`src/rtl/rrot_pkg.sv`:
```
package rrot_pkg;
   typedef enum logic [1:0] {
      PH_IDLE   = 2'd0,
      PH_KERNEL = 2'd1,
      PH_DRAIN  = 2'd2,
      PH_EXIT   = 2'd3
   } loop_phase_e;
endpackage

```
`src/rtl/rrot_xlate.sv`:
```
module rrot_xlate #(
   parameter int IW    = 7,
   parameter int SW    = 7,
   parameter int START = 32
) (
   input  logic [IW-1:0] idx,
   input  logic [SW-1:0] size,
   input  logic [SW-1:0] base,
   output logic [IW-1:0] phys
);
   localparam logic [IW:0] START_V = (IW+1)'(START);

   if (SW > IW) begin : g_bad_w
      $error("rrot_xlate: size width exceeds index width");
   end
   if (START >= (1 << IW)) begin : g_bad_s
      $error("rrot_xlate: region start outside index space");
   end

   logic [IW:0] ext_idx;
   logic [IW:0] off;
   logic        in_reg;
   logic [SW:0] sum;
   logic [SW:0] wrapped;

   always_comb begin
      ext_idx = {1'b0, idx};
      off     = ext_idx - START_V;
      in_reg  = (ext_idx >= START_V) && (off < (IW+1)'(size));
      sum     = (SW+1)'(off) + {1'b0, base};
      wrapped = (sum >= {1'b0, size}) ? (sum - {1'b0, size}) : sum;
      phys    = in_reg ? IW'(START_V + (IW+1)'(wrapped)) : idx;
   end
endmodule

```
`src/rtl/rrot_base.sv`:
```
module rrot_base #(
   parameter int SW         = 7,
   parameter bit FIXED      = 1'b0,
   parameter int FIXED_SIZE = 64
) (
   input  logic          clk,
   input  logic          rst,
   input  logic          step,
   input  logic [SW-1:0] size_in,
   output logic [SW-1:0] base,
   output logic [SW-1:0] size_q
);
   logic          size_chg;
   logic [SW-1:0] base_q;

   if (FIXED) begin : g_fixed
      if (FIXED_SIZE >= (1 << SW)) begin : g_bad
         $error("rrot_base: fixed size does not fit");
      end
      assign size_q   = SW'(FIXED_SIZE);
      assign size_chg = 1'b0;
      logic unused_sz;
      assign unused_sz = ^size_in;
   end else begin : g_prog
      logic [SW-1:0] sz_r;
      always_ff @(posedge clk) begin
         if (rst) sz_r <= '0;
         else     sz_r <= size_in;
      end
      assign size_q   = sz_r;
      assign size_chg = (size_in != sz_r);
   end

   always_ff @(posedge clk) begin
      if (rst)                          base_q <= '0;
      else if (size_chg)                base_q <= '0;
      else if (step && size_q != '0)    base_q <= (base_q == '0) ? size_q - 1'b1 : base_q - 1'b1;
   end

   assign base = base_q;
endmodule

```
`src/rtl/rrot_loopctl.sv`:
```
module rrot_loopctl
   import rrot_pkg::*;
#(
   parameter int LC_W = 16,
   parameter int EC_W = 6
) (
   input  logic            clk,
   input  logic            rst,
   input  logic            br_loop,
   input  logic            lc_we,
   input  logic [LC_W-1:0] lc_wdata,
   input  logic            ec_we,
   input  logic [EC_W-1:0] ec_wdata,
   output logic            rotate,
   output logic            stage,
   output logic [LC_W-1:0] lc,
   output logic [EC_W-1:0] ec
);
   loop_phase_e     phase;
   logic [LC_W-1:0] lc_q, lc_d;
   logic [EC_W-1:0] ec_q, ec_d;
   logic            stage_q, stage_d;

   always_comb begin
      if (!br_loop)                     phase = PH_IDLE;
      else if (lc_q != '0)              phase = PH_KERNEL;
      else if (ec_q > EC_W'(1))         phase = PH_DRAIN;
      else                              phase = PH_EXIT;

      lc_d    = lc_q;
      ec_d    = ec_q;
      stage_d = stage_q;
      unique case (phase)
         PH_KERNEL: begin
            lc_d    = lc_q - 1'b1;
            stage_d = 1'b1;
         end
         PH_DRAIN: begin
            ec_d    = ec_q - 1'b1;
            stage_d = 1'b0;
         end
         PH_EXIT: begin
            if (ec_q != '0) ec_d = ec_q - 1'b1;
            stage_d = 1'b0;
         end
         default: ;
      endcase
      if (lc_we) lc_d = lc_wdata;
      if (ec_we) ec_d = ec_wdata;
   end

   always_ff @(posedge clk) begin
      if (rst) begin
         lc_q    <= '0;
         ec_q    <= '0;
         stage_q <= 1'b0;
      end else begin
         lc_q    <= lc_d;
         ec_q    <= ec_d;
         stage_q <= stage_d;
      end
   end

   assign rotate = (phase == PH_KERNEL) || (phase == PH_DRAIN);
   assign stage  = stage_q;
   assign lc     = lc_q;
   assign ec     = ec_q;
endmodule

```
`src/rtl/rrot_rename.sv`:
```
module rrot_rename #(
   parameter int GR_N         = 128,
   parameter int GR_ROT_START = 32,
   parameter int GR_ROT_MAX   = 96,
   parameter int PR_N         = 128,
   parameter int PR_ROT_START = 64,
   parameter int NPORT        = 2,
   parameter int LC_W         = 16,
   parameter int EC_W         = 6,
   localparam int GR_IW = $clog2(GR_N),
   localparam int PR_IW = $clog2(PR_N),
   localparam int SZ_W  = $clog2(GR_ROT_MAX + 1),
   localparam int PR_SZ = PR_N - PR_ROT_START,
   localparam int PR_SW = $clog2(PR_SZ + 1)
) (
   input  logic                   clk,
   input  logic                   rst,
   input  logic                   br_loop,
   input  logic                   lc_we,
   input  logic [LC_W-1:0]        lc_wdata,
   input  logic                   ec_we,
   input  logic [EC_W-1:0]        ec_wdata,
   input  logic [SZ_W-1:0]        rot_size,
   input  logic [NPORT*GR_IW-1:0] gr_log,
   input  logic [NPORT*PR_IW-1:0] pr_log,
   output logic [NPORT*GR_IW-1:0] gr_phys,
   output logic [NPORT*PR_IW-1:0] pr_phys,
   output logic                   br_taken,
   output logic                   stage_pred
);
   if (GR_ROT_START + GR_ROT_MAX > GR_N) begin : g_bad_gr
      $error("rrot_rename: general rotating region exceeds register count");
   end
   if (PR_ROT_START >= PR_N) begin : g_bad_pr
      $error("rrot_rename: predicate rotating region is empty");
   end
   if (NPORT < 1) begin : g_bad_np
      $error("rrot_rename: need at least one port");
   end

   localparam logic [SZ_W-1:0] MAX_V = SZ_W'(GR_ROT_MAX);

   logic            rotate;
   logic [LC_W-1:0] lc;
   logic [EC_W-1:0] ec;
   logic [SZ_W-1:0] gr_size_eff;
   logic [SZ_W-1:0] gr_base, gr_size_q;
   logic [PR_SW-1:0] pr_base, pr_size_q;

   assign gr_size_eff = (rot_size > MAX_V) ? MAX_V : rot_size;

   rrot_loopctl #(.LC_W(LC_W), .EC_W(EC_W)) u_ctl (
      .clk(clk), .rst(rst), .br_loop(br_loop),
      .lc_we(lc_we), .lc_wdata(lc_wdata),
      .ec_we(ec_we), .ec_wdata(ec_wdata),
      .rotate(rotate), .stage(stage_pred), .lc(lc), .ec(ec)
   );

   rrot_base #(.SW(SZ_W), .FIXED(1'b0), .FIXED_SIZE(0)) u_gr_base (
      .clk(clk), .rst(rst), .step(rotate), .size_in(gr_size_eff),
      .base(gr_base), .size_q(gr_size_q)
   );

   rrot_base #(.SW(PR_SW), .FIXED(1'b1), .FIXED_SIZE(PR_SZ)) u_pr_base (
      .clk(clk), .rst(rst), .step(rotate), .size_in(PR_SW'(PR_SZ)),
      .base(pr_base), .size_q(pr_size_q)
   );

   for (genvar g = 0; g < NPORT; g++) begin : g_port
      rrot_xlate #(.IW(GR_IW), .SW(SZ_W), .START(GR_ROT_START)) u_gx (
         .idx(gr_log[g*GR_IW +: GR_IW]), .size(gr_size_q), .base(gr_base),
         .phys(gr_phys[g*GR_IW +: GR_IW])
      );
      rrot_xlate #(.IW(PR_IW), .SW(PR_SW), .START(PR_ROT_START)) u_px (
         .idx(pr_log[g*PR_IW +: PR_IW]), .size(pr_size_q), .base(pr_base),
         .phys(pr_phys[g*PR_IW +: PR_IW])
      );
   end

   assign br_taken = rotate;
endmodule

```
`config.mk`:
```
export PLATFORM = sky130hd
export DESIGN_NAME = rrot_rename
export DESIGN_NICKNAME = d
export VERILOG_FILES = /design/src/rtl/rrot_pkg.sv /design/src/rtl/rrot_xlate.sv /design/src/rtl/rrot_base.sv /design/src/rtl/rrot_loopctl.sv /design/src/rtl/rrot_rename.sv
export SDC_FILE = /design/constraint.sdc
export NUM_CORES = 1
export LEC_CHECK = 0
export ABC_AREA = 1
export ABC_CLOCK_PERIOD_IN_PS = 8000
export CAP_MARGIN = 10
export CELL_PAD_IN_SITES_DETAIL_PLACEMENT = 1
export CELL_PAD_IN_SITES_GLOBAL_PLACEMENT = 2
export CORE_MARGIN = 2
export CORE_UTILIZATION = 32
export DETAILED_ROUTE_END_ITERATION = 10
export HOLD_SLACK_MARGIN = 0.02
export PLACE_DENSITY = 0.88
export SYNTH_ARGS = -nofsm -noshare
export SYNTH_HDL_FRONTEND = slang
export SYNTH_SLANG_ARGS = --single-unit
```
`constraint.sdc`:
```
create_clock -name clk -period 8 [get_ports clk]
set_input_delay 0.8 -clock clk [delete_from_list [all_inputs] [get_ports clk]]
set_output_delay 0.8 -clock clk [all_outputs]
set_load 0.01 [all_outputs]
```
==> flow_metrics.tcl <==
set metrics [dict create \
    final-setup-viol-count 0 \
    cp_common_cell "nand2_1" \
    routed_wl_um 15700 \
    p_leak_nw 3.24 \
    synth-seq-area-share_pct 16.5 \
    syn_inst 831 \
    dp_hpwl_um 12800 \
    core_area_mm2 0.0165 \
    first_pass_iters 4 \
    fmax_mhz 195 \
    avgViaCountPerCell 4.88 \
    crit_chain "clkdlybuf4s50_1, ha_1, fa_1, a31oi_1, xor2_1, inv_1, ha_1, nand2_1, inv_1, a21oi_1, nand2_1, nand2_1, nand3_2, inv_1, nand2_1, nand2_1, nand2_1, nand3_1, nand2_1, clkdlybuf4s50_1" \
    cts-root-buf "clkbuf_16" \
    cts_buffers 5 \
    report.final.slew_viol_count 0 \
    die_h_um 133 \
    synth_top_flop_cell "dfxtp_1" \
    insertion_delay_ps 290 \
    die-area_mm2 0.0177 \
    clock-sinks 44 \
    max_cap_violations 0 \
    min_to "u_ctl.stage" \
    cts_max_path_buffers 2 \
    grt-ovfl-total 0 \
    postCtsSetupRepairBufs 0 \
    final_cell_mix "nand2_1 (224), inv_1 (107), clkdlybuf4s50_1 (91)" \
    cp-end-kind "output port" \
    syn_to_final_growth_pct 24.0 \
    initial_utilization_pct 32.4 \
    finalClockSkew_ps 8.98 \
    rr_worst_depth 10 \
    worstMarginPinSlew_ps 676 \
    cts_resized 0 \
    finalCriticalPeriod_ps 5120 \
    synth_edf_count 0 \
    critical_path.slowest_cell "clkdlybuf4s50_1" \
    finalCritPeriodShare_pct 64.0 \
    cts_tree "built" \
    drc 0 \
    ioPinCount 92 \
    io_buffers 91 \
    wl_per_cell_um 13.8 \
    critPathMaxFanout 14 \
    grt_start_max_net_pins 21 \
    routabilityCongestion 0.830 \
    rows 47 \
    async_flop_share_pct 0 \
    syn_avg_cell_area_um2 6.42 \
    rsz0062_at_grt "false" \
    reg2reg_slack_ps 5910 \
    layout-drive-gt1-share_pct 5.99 \
    crit_required_ps 7200 \
    hold_class "flip-flop to flip-flop" \
    min_path_cells 2 \
    slowest_delay_ps 470 \
    p_per_area_mw_per_mm2 140 \
    worstHoldStart "u_ctl.stage" \
    post-route-util_pct 40.2 \
    critPathKind "input port to output port" \
    worstReg2RegStart "u_ctl.ec[0]" \
    ir_worst_vdd_mv 0.0803 \
    netlist_area_mm2 0.00534 \
    worstSetupStartpointType "input port" \
    clk_pin_slew_ps 70 \
    syn_nets 960 \
    yosysWarningCount 0 \
    grt_usage_pct 18.0 \
    ys_seq_elements 44 \
    grt_pass1_wl_um 26700 \
    final_common_cell "nand2_1" \
    synth.distinct_cells 49 \
    tns_ps 0 \
    worst_r2r_endpoint "u_gr_base.base[6]" \
    grt_pass1_vias 5598 \
    diodes 0 \
    vias 5554 \
    nNetsFinal 1046 \
    ant_nets 0 \
    drtIter0Drc 162 \
    antenna_found_initial 0 \
    cts.htree.levels 2 \
    outcome "finished, final reports clean" \
    arrival_ps 4320 \
    relSlewSlack_pct 54.9 \
    die_x_um 133 \
    hold_violations 0 \
    cts_hold_buf 0 \
]
cell type report:
class / count / area [µm²]
fillers: 2111 / 9850
multi-input cells: 659 / 3950
repair buffers: 92 / 918
flip-flops and latches: 44 / 881
inverters: 115 / 432
well taps: 220 / 275
clock buffers: 5 / 125
clock inverters: 3 / 42.5
where the power goes:
part | leakage (nW) | switching (mW) | internal [mW]
logic | 2.80 | 0.238 | 0.196
clock network | 0.0798 | 0.0909 | 0.147
registers | 0.363 | 0.0213 | 0.235
total | 3.24 | 0.350 | 0.578
critical path, delay by kind of cell:
| family | cells | cell delay [ps] |
|---|---|---|
| buffers and inverters | 5 | 1230 |
| adder cells (fa/ha/maj) | 3 | 1010 |
| AND/OR/NAND/NOR | 9 | 760 |
| AO/OA/AOI/OAI | 2 | 360 |
| XOR/XNOR | 1 | 170 |
through the flow:
step                      area [µm²]  power (mW)  instances  hold WS, ps  setup slack, ps
after global placement          6450       0.693       1130          488             2910
after floorplan                 5340       0.547        831          466             4070
final                           6620       0.928       1138          515             2880
after global routing            6620        1.01       1138          541             2500
after CTS                       6620       0.943       1138          516             2830
after detailed placement        6450       0.699       1130          498             2840
kinds of logic after synthesis:
logic type / Yosys count / synth area share, %
simple gates: 412 / 35.3
compound gates: 143 / 15.9
buf+inv: 128 / 9.61
fa+ha+maj: 67 / 16.5
flops: 44 / 16.5
xor+xnor: 34 / 5.58
mux: 3 / 0.609
state kept, by name, summed over array words and instances (netlist names):
register and cells:
u_ctl.lc 16, u_gr_base.base 7, u_pr_base.base 7, u_ctl.stage 1, u_gr_base.size_q 7, u_ctl.ec 6
worst max-delay path by stage:
stage	startpoint	to	slack, ps	cells after the start
3_3_place_gp	gr_log[0]	gr_phys[6]	2910	20
3_5_place_dp	gr_log[0]	gr_phys[6]	2840	20
6_report	gr_log[0]	gr_phys[6]	2880	20
2_1_floorplan	gr_log[0]	gr_phys[2]	4070	16
5_1_grt	gr_log[0]	gr_phys[6]	2500	20
4_1_cts	gr_log[0]	gr_phys[6]	2830	20
cells in the mapped netlist (3+ instances only):
library cell,count,area [µm²]
o21bai_1,6,45.0
inv_1,107,402
nor2_1,67,251
a21o_1,4,30.0
inv_2,8,30.0
nor3_1,11,55.1
ha_1,61,763
nand4_1,24,150
nor4_1,5,31.3
xnor2_1,17,149
xor2_1,17,149
fa_1,6,120
o21ai_0,40,200
nand3_2,7,70.1
buf_6,4,45.0
dfxtp_1,44,881
nand2_4,3,33.8
nor3_2,3,30.0
nand2_2,7,43.8
clkbuf_1,6,22.5
a21oi_1,51,255
nand3_1,41,205
a31oi_1,13,81.3
nor2_2,3,18.8
o21ai_1,9,45.0
or2_2,4,25.0
nand3b_1,7,52.6
o211ai_1,6,45.0
nand2_1,224,841
routing by layer:
layer | GRT usage, % | routed length [µm]
met4 | 2.01 | 91
met5 | 0 | 0
met1 | 25.2 | 7960
met2 | 30.8 | 7280
met3 | 1.98 | 345
Note: power is estimated with default switching activity, not from simulation.
